<file path="config.mk">
export PLATFORM = sky130hd
export DESIGN_NAME = chop_limiter
export DESIGN_NICKNAME = d
export VERILOG_FILES = /design/src/rtl/chop_pkg.sv /design/src/rtl/chop_timer.sv /design/src/rtl/chop_ctrl.sv /design/src/rtl/chop_limiter.sv
export SDC_FILE = /design/constraint.sdc
export NUM_CORES = 1
export LEC_CHECK = 0
export ABC_CLOCK_PERIOD_IN_PS = 3100
export CAP_MARGIN = 20
export CORE_MARGIN = 4
export CORE_UTILIZATION = 60
export CTS_CLUSTER_DIAMETER = 100
export DETAILED_ROUTE_END_ITERATION = 16
export GPL_TIMING_DRIVEN = 0
export HOLD_SLACK_MARGIN = 0.15
export PLACE_DENSITY_LB_ADDON = 0.15
export SLEW_MARGIN = 20
export SYNTH_ARGS = -nofsm -noshare
export SYNTH_HDL_FRONTEND = slang
export SYNTH_HIERARCHICAL = 1
export SYNTH_SLANG_ARGS = --single-unit
</file>
<file path="constraint.sdc">
create_clock -name clk -period 3.1 [get_ports clk]
set_input_delay 0.465 -clock clk [delete_from_list [all_inputs] [get_ports clk]]
set_output_delay 0.465 -clock clk [all_outputs]
set_load 0.05 [all_outputs]
</file>
<file path="src/rtl/chop_pkg.sv">
package chop_pkg;

  // Per-channel operating state
  typedef enum logic [1:0] {
    CH_IDLE  = 2'd0,  // not commanded, drive off
    CH_CONT  = 2'd1,  // steady conduction
    CH_PULSE = 2'd2,  // retry conduction window
    CH_REST  = 2'd3   // forced-off recovery window
  } chop_state_e;

  // Strobes from the control FSM to the window datapath
  typedef struct packed {
    logic restart;  // a new state begins: clear count and overcurrent memory
    logic track;    // accumulate overcurrent samples (retry window active)
  } chop_strobe_t;

endpackage

</file>
<file path="src/rtl/chop_timer.sv">
module chop_timer
  import chop_pkg::*;
#(
  parameter int unsigned ON_CYC  = 2000,
  parameter int unsigned OFF_CYC = 125000
) (
  input  logic         clk,
  input  logic         rstN,
  input  chop_strobe_t strobe,
  input  logic         ovc,
  output logic         pulseDone,
  output logic         restDone,
  output logic         ovcSeen
);

  localparam int unsigned MAX_CYC = (ON_CYC > OFF_CYC) ? ON_CYC : OFF_CYC;
  localparam int unsigned CNT_W   = $clog2(MAX_CYC + 1);
  localparam logic [CNT_W-1:0] ON_LAST  = CNT_W'(ON_CYC - 1);
  localparam logic [CNT_W-1:0] OFF_LAST = CNT_W'(OFF_CYC - 1);
  localparam logic [CNT_W-1:0] CNT_SAT  = CNT_W'(MAX_CYC);

  logic [CNT_W-1:0] winCnt;
  logic             seenQ;

  // One counter serves both windows; only one window is active at a time.
  always_ff @(posedge clk) begin
    if (!rstN) begin
      winCnt <= '0;
      seenQ  <= 1'b0;
    end else if (strobe.restart) begin
      winCnt <= '0;
      seenQ  <= 1'b0;
    end else begin
      if (winCnt != CNT_SAT) winCnt <= winCnt + 1'b1;
      seenQ <= seenQ | (strobe.track & ovc);
    end
  end

  assign pulseDone = (winCnt == ON_LAST);
  assign restDone  = (winCnt == OFF_LAST);
  assign ovcSeen   = seenQ;

endmodule

</file>
<file path="src/rtl/chop_ctrl.sv">
module chop_ctrl
  import chop_pkg::*;
(
  input  logic         clk,
  input  logic         rstN,
  input  logic         cmdOn,
  input  logic         ovc,
  input  logic         pulseDone,
  input  logic         restDone,
  input  logic         ovcSeen,
  output chop_strobe_t strobe,
  output chop_state_e  state,
  output logic         drive
);

  chop_state_e nextState;

  always_comb begin
    nextState = state;
    if (!cmdOn) begin
      nextState = CH_IDLE;
    end else begin
      case (state)
        CH_IDLE:  nextState = CH_CONT;
        CH_CONT:  if (ovc) nextState = CH_REST;
        CH_REST:  if (restDone) nextState = CH_PULSE;
        CH_PULSE: if (pulseDone) nextState = (ovcSeen || ovc) ? CH_REST : CH_CONT;
        default:  nextState = CH_IDLE;
      endcase
    end
  end

  always_comb begin
    strobe.restart = (nextState != state);
    strobe.track   = (state == CH_PULSE);
  end

  // Drive is registered from the next state so the gate sees no decode glitch.
  always_ff @(posedge clk) begin
    if (!rstN) begin
      state <= CH_IDLE;
      drive <= 1'b0;
    end else begin
      state <= nextState;
      drive <= (nextState == CH_CONT) || (nextState == CH_PULSE);
    end
  end

endmodule

</file>
<file path="src/rtl/chop_limiter.sv">
module chop_limiter
  import chop_pkg::*;
#(
  parameter int unsigned NUM_CH  = 8,
  parameter int unsigned ON_CYC  = 2000,
  parameter int unsigned OFF_CYC = 125000
) (
  input  logic              clk,
  input  logic              rstN,
  input  logic [NUM_CH-1:0] cmdOn,
  input  logic [NUM_CH-1:0] ovcFlag,
  output logic [NUM_CH-1:0] drive
);

  chop_state_e [NUM_CH-1:0] chState;

  generate
    for (genvar g = 0; g < NUM_CH; g++) begin : g_ch
      chop_strobe_t strobe;
      logic         pulseDone;
      logic         restDone;
      logic         ovcSeen;

      chop_ctrl ctrl_i (
        .clk       (clk),
        .rstN      (rstN),
        .cmdOn     (cmdOn[g]),
        .ovc       (ovcFlag[g]),
        .pulseDone (pulseDone),
        .restDone  (restDone),
        .ovcSeen   (ovcSeen),
        .strobe    (strobe),
        .state     (chState[g]),
        .drive     (drive[g])
      );

      chop_timer #(
        .ON_CYC  (ON_CYC),
        .OFF_CYC (OFF_CYC)
      ) timer_i (
        .clk       (clk),
        .rstN      (rstN),
        .strobe    (strobe),
        .ovc       (ovcFlag[g]),
        .pulseDone (pulseDone),
        .restDone  (restDone),
        .ovcSeen   (ovcSeen)
      );
    end
  endgenerate

endmodule

</file>
* After elaboration in Yosys (flattened, before gate mapping)
Index checks and enable logic that the tools add are counted.
Widths: inputs -> output; s select.
** Storage, ports and cells
- Flip-flop bits (word level) :: 168
- Input port bits :: 18
- Logic and storage cells :: 209
** Cells by class
- Add/subtract/negate cells :: 8
- Eq/ne operators :: 72
- Muxes and demuxes :: 48
- Bitwise logic cells :: 17
- Reduce and logical (&&, ||, !) cells :: 32
** Operators by type and width (count)
- $add 17x1->17 const B :: 8
- $eq 17x11->1 const B :: 8
- $eq 17x17->1 const B :: 8
- $ne 17x17->1 const B :: 8
- $mux 2 :: 40
- $pmux 2 s4 :: 8
- $eq 2x2->1 const B :: 24
- $eq 2x1->1 const B :: 16
- $logic_not 2->1 :: 8
- $logic_or 1x1->1 :: 16
- $ne 2x2->1 :: 8
- $reduce_or 2->1 :: 8
- $and 1x1->1 :: 8
- $or 1x1->1 :: 8
- $not 1->1 :: 1

* Longest topological paths before layout
Gate-level depths: netlist (run 1).
- Depth in word-level cells :: 7
- Gate-level depth with buffers :: 11
- Depth with buffers taken out :: 11

* Cells and area by module
Netlist (run 1), hierarchy kept.
** Modules (own cells, without submodules)
- chop_timer at g_ch[0].timer_i ... :: times used 7, cells an instance 106, area an instance 954.7 µm², sequential area each 360.3 µm²
- chop_ctrl :: times used 8, cells an instance 19, area an instance 178.9 µm², sequential area each 60.1 µm²
- chop_timer at g_ch[7].timer_i :: times used 1, cells an instance 109, area an instance 908.4 µm², sequential area each 360.3 µm²

* Least setup slack after synthesis (run 1)
Ideal clock, no wire load.
- Path type :: reg-to-reg
- Start :: reg g_ch[7].timer_i.winCnt[11]
- End :: reg g_ch[7].timer_i.seenQ
- Library setup time :: 128 ps
- Arrival :: 2356 ps
- Required time :: 2972 ps
- Slack :: 617 ps
- Stages on the path, launching flop included :: 10
- Path buffers :: 2
- Cell sequence :: dfxtp_1 or4_1 nor4_1 inv_1 a22o_1 a21oi_1 nand2b_1 clkbuf_1 clkbuf_1 nor2_1
** RTL lines
- start, declared :: line chop_timer.sv:22 : logic [CNT_W-1:0] winCnt;
- start signal, assigned :: line chop_timer.sv:34 : if (winCnt != CNT_SAT) winCnt <= winCnt + 1'b1;
- end signal, assigned :: line chop_timer.sv:35 : seenQ <= seenQ | (strobe.track & ovc);
- end, declared :: line chop_timer.sv:23 : logic seenQ;

==> results of run 1 <==
[metrics by stage]
step	cells	power, mW	setup WS [ns]	hold slack [ns]	util [%]
after global routing	1240	4.88	0.00737	0.485	69.2
after CTS	1243	4.77	0.0566	0.474	69.2
final	1240	4.70	0.241	0.470	69.2
after global placement	1212	2.50	0.0745	0.449	64.9
after detailed placement	1212	2.50	0.0800	0.458	64.9
after floorplan	1003	2.42	0.617	0.438	-
[path summary, 6_finish.rpt]
check / startpoint / endpoint / depth (start not counted) / slack, ns
setup / recovery: g_ch[4].timer_i/winCnt[0]$_SDFFE_PP0P_ / g_ch[4].timer_i/winCnt[15]$_SDFFE_PP0P_ / 11 / 0.24
setup reg to reg: g_ch[4].timer_i/winCnt[0]$_SDFFE_PP0P_ / g_ch[4].timer_i/winCnt[15]$_SDFFE_PP0P_ / 11 / 0.24
hold / removal: g_ch[3].timer_i/ovcSeen$_SDFF_PP0_ / g_ch[3].timer_i/ovcSeen$_SDFF_PP0_ / 2 / 0.47
hold reg to reg: g_ch[3].timer_i/ovcSeen$_SDFF_PP0_ / g_ch[3].timer_i/ovcSeen$_SDFF_PP0_ / 2 / 0.47
[cell type report]
cell class,count,area (sq um),area share (%)
inverter,54,203,2.00
sequential,168,3360,33.2
buffer,13,63.8,0.630
clock buffer,23,488,4.81
clock inverter,8,143,1.41
timing repair buffer,25,245,2.42
multi-input combinational,765,5400,53.3
tap,184,230,2.27
[what timing repair did]
| action | 4_1_cts | 5_1_grt |
|---|---|---|
| setup buffers | 0 | 0 |
| endpoints found under the hold margin | 0 | 0 |
| gates resized for setup | 0 | 12 |
| endpoints found under the setup margin | 0 | 80 |
[synthesized netlist by cell type, drive strengths merged, types with 11 or more instances]
cell	instances
nor2	90
inv	54
clkbuf	16
ha	17
nand2b	25
xnor2	40
and4	16
dfxtp	168
o21ai	11
a21oi	55
nor3	67
nor4	42
a21o	21
nand4	40
xor2	33
nand3	55
a31oi	15
nand2	89
mux2i	23
[state kept, by name, indices dropped and copies added (netlist names)]
name / count
g_ch.timer_i/winCnt: 136
g_ch.ctrl_i/drive: 8
g_ch.ctrl_i/state: 16
g_ch.timer_i/ovcSeen: 8
[cell families (layout without fill, tap and decap cells)]
logic type	after synthesis	after routing	share of synthesized area (%)
flops	168	168	37.3
fa+ha+maj	17	17	2.36
buf+inv	70	123	3.01
mux	31	31	3.88
simple gates	518	518	37.7
xor+xnor	73	73	7.09
compound gates	126	126	8.64
[metal layers]
metal	share of wire (%)	wire, microns
met5	0	0
met4	0.89	146
met3	2.9	471
met2	47	7700
met1	49	8140
[power by group]
part | leakage, nW | switching, mW | internal, mW
Clock | 0.309 | 0.822 | 1.43
Sequential | 1.36 | 0.0389 | 2.19
Combinational | 1.84 | 0.133 | 0.0960
[tightest hold or removal path, stage by stage, from the launching register on]
cell and delay (ns):
dfxtp_1 0.32, a21oi_1 0.05, nor2_1 0.07
==> impl_metrics.py, run 1 <==
metrics = {
    "floorplanning": {
        "dieArea_sq_um": 17100,
        "fp.dieH_microns": 131,
        "ios": 26,
        "start_util_pct": 61.6,
        "die_w_microns": 131,
        "core_sq_um": 14600,
        "rows": 44,
    },
    "run": {
        "max_cap_violations": 0,
    },
    "setup_path": {
        "crit_fanout": 16,
        "crit_type": "reg -> reg",
        "worstPathRequired_ns": 3.41,
        "crit_path_cell_trace": "ha_1, nand3_4, nand4b_1, nor3_1, inv_1, a22o_1, a21oi_1, nand2b_1, clkbuf_2, nor2_1, a41o_1",
        "worst-path-buf-inv": 2,
        "critPathLaunchType": "register",
        "crit_path_end_kind": "register",
        "critPathTopFamily": "simple AND/OR/NAND/NOR gates",
        "cpMaxStageDelayCell": "dfxtp_1",
        "crit_arrival_ns": 3.17,
        "cpPeakStageDelay_ns": 0.46,
    },
    "layout": {
        "diodes": 0,
        "final_common_cell": "dfxtp_1",
        "final_area_sq_um": 10100,
        "fill_cells": 1186,
        "layout_common_cells": "dfxtp_1 (168), nor2_1 (90), nand2_1 (82), nor3_1 (59), a21oi_1 (55)",
        "drive_gt1_share_pct": 12.1,
        "nets": 1079,
        "syn2layout_area_growth_pct": 12.3,
    },
    "synthesis": {
        "synth_top_cell_by_area": "dfxtp_1",
        "synth_ff_type": "dfxtp_1",
        "synth.distinct_cells": 46,
        "yosysWarnings": 6,
        "ys_seq_area_share_pct": 37.3,
        "synthTopCellsByArea": "dfxtp_1 (37%), xnor2_1 (3.9%), nor2_1 (3.7%)",
        "synth_edf_count": 0,
        "netlist_instances": 1003,
        "synth_fp_nets": 1038,
        "ys_ff_latch": 168,
        "yosysTopAreaCellShare_pct": 37.3,
        "syn_area_sq_um": 9020,
        "syn_avg_cell_area_sq_um": 9.00,
        "async_flop_share_pct": 0,
    },
    "global_route": {
        "use_met2_pct": 34.7,
        "grt.total_usage_pct": 20.7,
        "grt_pass1_wl_microns": 29600,
        "grt-busiest-layer": "met2",
        "use_met1_pct": 27.0,
        "grt_start_max_net_pins": 41,
        "globalRouteMet3Util_pct": 5.08,
        "grt_pass1_vias": 6666,
        "gr-total-overflow": 0,
        "antenna_found_initial": 0,
    },
    "run_status": {
        "outcome": "completed",
    },
    "routing": {
        "drtIter0Drc": 355,
        "wire_per_inst_microns": 13.3,
        "postRouteAntennaNets": 0,
        "wl_microns": 16500,
        "vias": 7051,
        "drt_first_pass_iters": 5,
        "drc": 0,
        "via_per_inst": 5.69,
    },
    "cts": {
        "clock_latency_ns": 0.42,
        "cts_tree": "built",
        "cts_max_level": 4,
        "cts_hold_buf": 0,
        "clockBufferDepth": 2,
        "clock_sinks": 168,
        "cts_made_buffers": 17,
        "root_buffer": "clkbuf_16",
        "clk_pin_slew_ns": 0.06,
    },
    "pwr": {
        "leakagePower_nw": 3.51,
        "p_per_area_nw_per_um2": 464,
        "ir_worst_vdd_uv": 371,
    },
    "timing": {
        "worst_pin_slew_ns": 0.694,
        "slew_violations": 0,
        "finalHoldViolCount": 0,
        "fin_crit_sh_pct": 92.2,
        "rsz0062_at_grt": "no",
        "fmax_mhz": 350,
        "slew_headroom_pct": 53.7,
        "finClkSkew_ns": 0.00880,
        "period_needed_ns": 2.86,
        "setup_viol": 0,
        "finalSetupTns_ns": 0,
    },
    "place": {
        "portBuffers": 25,
        "placed_area_sq_um": 9500,
        "dp_hpwl_microns": 11500,
        "gp_congestion": 0.796,
    },
    "hold_path": {
        "hp-class": "reg -> reg",
    },
}
No activity file was read; power rests on OpenSTA's default activity.
==> run 2: changes to the inputs <==
- CORE_MARGIN: 4 -> 2
==> run 2 against run 1 <==
  * Hold slack better by 0.00083 ns
  * Clock-buffer cell count is 2 higher
  * Total power decreased by 5.9%
  * Flip-flop and latch count unchanged
  * Die area shrank 6.0%
  * Critical path depth unchanged
  * Clock power down 12%
  * Non-clock buffer count shrank 1
  * Cell area down 0.82%
  * Global-route usage increased by 1.1 points
  * Routed wire length is 0.71% higher
  * Critical path type unchanged
  * Largest cell class unchanged
  * Largest power group is now sequential cells
==> impl_metrics.py, run 2 (synthesis gave the netlist of run 1 again) <==
metrics = {
    "run_status": {
        "outcome": "completed",
    },
    "pwr": {
        "p_int_mw": 3.45,
        "p_per_area_nw_per_um2": 440,
        "swShare_pct": 22.0,
        "clockPowerShare_pct": 44.6,
        "power_frac_comb_pct": 5.1,
        "power_mw": 4.42,
        "ir_worst_vdd_uv": 355,
        "leakagePower_nw": 3.46,
        "switching_power_uw": 971,
        "seqPwrFrac_pct": 50.3,
    },
    "setup_path": {
        "crit_arrival_ns": 3.16,
        "crit_path_end_kind": "register",
        "worstPathRequired_ns": 3.40,
        "critPathLaunchType": "register",
        "crit_type": "reg -> reg",
        "cpMaxStageDelayCell": "dfxtp_1",
        "crit_fanout": 10,
        "crit_path_cell_trace": "ha_1, nand3_4, nand4b_1, nor3_1, inv_1, a22o_1, a21oi_1, nand2b_1, clkbuf_2, clkbuf_2, nor2_1",
        "crit_path_frequent_cell": "clkbuf_2",
        "cpPeakStageDelay_ns": 0.47,
    },
    "layout": {
        "nets": 1078,
        "top_register": "g_ch.timer_i/winCnt",
        "reg_top3": "g_ch.timer_i/winCnt (136), g_ch.ctrl_i/state (16)",
        "instances_no_fill": 1236,
        "syn2layout_area_growth_pct": 11.4,
        "largest_register_ffs": 136,
        "finish.utilization_pct": 68.9,
        "diodes": 0,
        "layout_common_cells": "dfxtp_1 (168), nor2_1 (90), nand2_1 (82), nor3_1 (56), a21oi_1 (55)",
        "drive_gt1_share_pct": 11.9,
        "final_common_cell": "dfxtp_1",
        "final_area_sq_um": 10100,
        "fill_cells": 1199,
    },
    "global_route": {
        "grt_pass1_vias": 6552,
        "grt_pass1_wl_microns": 29500,
        "grt.total_usage_pct": 21.8,
        "antenna_found_initial": 0,
        "grt_start_max_net_pins": 41,
        "gr-total-overflow": 0,
    },
    "floorplanning": {
        "die_w_microns": 127,
        "dieArea_sq_um": 16000,
        "ios": 26,
        "rows": 44,
        "fp.dieH_microns": 127,
        "core_sq_um": 14600,
        "start_util_pct": 61.8,
    },
    "cts": {
        "cts_made_buffers": 17,
        "clockBufferDepth": 2,
        "clock_sinks": 168,
        "root_buffer": "clkbuf_16",
        "cts_hold_buf": 0,
        "cts_tree": "built",
        "clock_latency_ns": 0.42,
        "clk_pin_slew_ns": 0.06,
        "post_cts_buffers": 0,
        "cts_max_level": 4,
    },
    "routing": {
        "wire_per_inst_microns": 13.4,
        "drt_first_pass_iters": 5,
        "vias": 7131,
        "drc": 0,
        "via_per_inst": 5.77,
        "postRouteAntennaNets": 0,
        "wl_microns": 16600,
        "drtIter0Drc": 339,
    },
    "place": {
        "placed_cells": 1212,
        "dp_slack_ns": 0.0866,
        "placed_area_sq_um": 9500,
        "gp_congestion": 0.823,
        "dp_hpwl_microns": 11500,
        "portBuffers": 25,
    },
    "timing": {
        "worst_pin_slew_ns": 0.714,
        "fmax_mhz": 349,
        "finalSetupTns_ns": 0,
        "period_needed_ns": 2.86,
        "setup_viol": 0,
        "fin_ws_ns": 0.237,
        "fin_crit_sh_pct": 92.4,
        "slew_violations": 0,
        "slew_headroom_pct": 52.4,
        "finalHoldViolCount": 0,
        "whs_ns": 0.471,
        "finClkSkew_ns": 0.00859,
    },
    "run": {
        "max_cap_violations": 0,
    },
    "hold_path": {
        "hp-class": "reg -> reg",
    },
}
[run 2: cell types whose count changed in the layout (fill, tap and decap cells not counted)]
cell       change
nor3_2         +3
clkbuf_2       -1
clkbuf_1       +2
clkinv_2       -2
nor3_1         -3
bufinv_16      -3
[run 2: final cells by class]
class | instances | area, sq um | area share [%]
Buffer | 12 | 58.8 | 0.585
Clock buffer | 25 | 495 | 4.93
Clock inverter | 3 | 42.5 | 0.423
Inverter | 54 | 203 | 2.02
Multi-Input combinational cell | 765 | 5410 | 53.9
Sequential cell | 168 | 3360 | 33.5
Tap cell | 184 | 230 | 2.29
Timing Repair Buffer | 25 | 245 | 2.44
[run 2: power by group through the flow]
stage                     Clock [mW]  Sequential [mW]  Combinational (mW)
final                           1.97             2.22               0.228
after CTS                       2.02             2.22               0.232
after global placement             0             2.27               0.229
after floorplan                    0             2.29               0.129
after global routing            2.10             2.23               0.257
after detailed placement           0             2.27               0.231
[run 2: path summary, 6_finish.rpt]
kind | slack, ns | startpoint | cells after the start | endpoint
setup / recovery | 0.24 | g_ch[0].timer_i/winCnt[1]$_SDFFE_PP0P_ | 11 | g_ch[0].timer_i/winCnt[8]$_SDFFE_PP0P_
hold reg to reg | 0.47 | g_ch[3].timer_i/ovcSeen$_SDFF_PP0_ | 2 | g_ch[3].timer_i/ovcSeen$_SDFF_PP0_
hold / removal | 0.47 | g_ch[3].timer_i/ovcSeen$_SDFF_PP0_ | 2 | g_ch[3].timer_i/ovcSeen$_SDFF_PP0_
setup reg to reg | 0.24 | g_ch[0].timer_i/winCnt[1]$_SDFFE_PP0P_ | 11 | g_ch[0].timer_i/winCnt[8]$_SDFFE_PP0P_
[run 2: what timing repair did]
action | in CTS | in global routing
endpoints found under the hold margin | 0 | 0
setup endpoints to repair | 0 | 80
resized for setup | 0 | 13
[run 2: metal layers]
| metal | GRT usage, % | share of wire, % | vias up |
|---|---|---|---|
| met4 | 9.18 | 1.8 | 0 |
| li1 | - | - | 3698 |
| met2 | 36.1 | 48 | 79 |
| met1 | 28.4 | 48 | 3334 |
| met5 | 0 | 0 | - |
| met3 | 3.50 | 2.2 | 20 |
[run 2: worst max-delay path: cells and delay by family (launching register included)]
kind | cells | cell delay, ns
simple gates | 5 | 0.99
compound gates | 2 | 0.40
flops | 1 | 0.47
fa+ha+maj | 1 | 0.30
buf+inv | 3 | 0.56
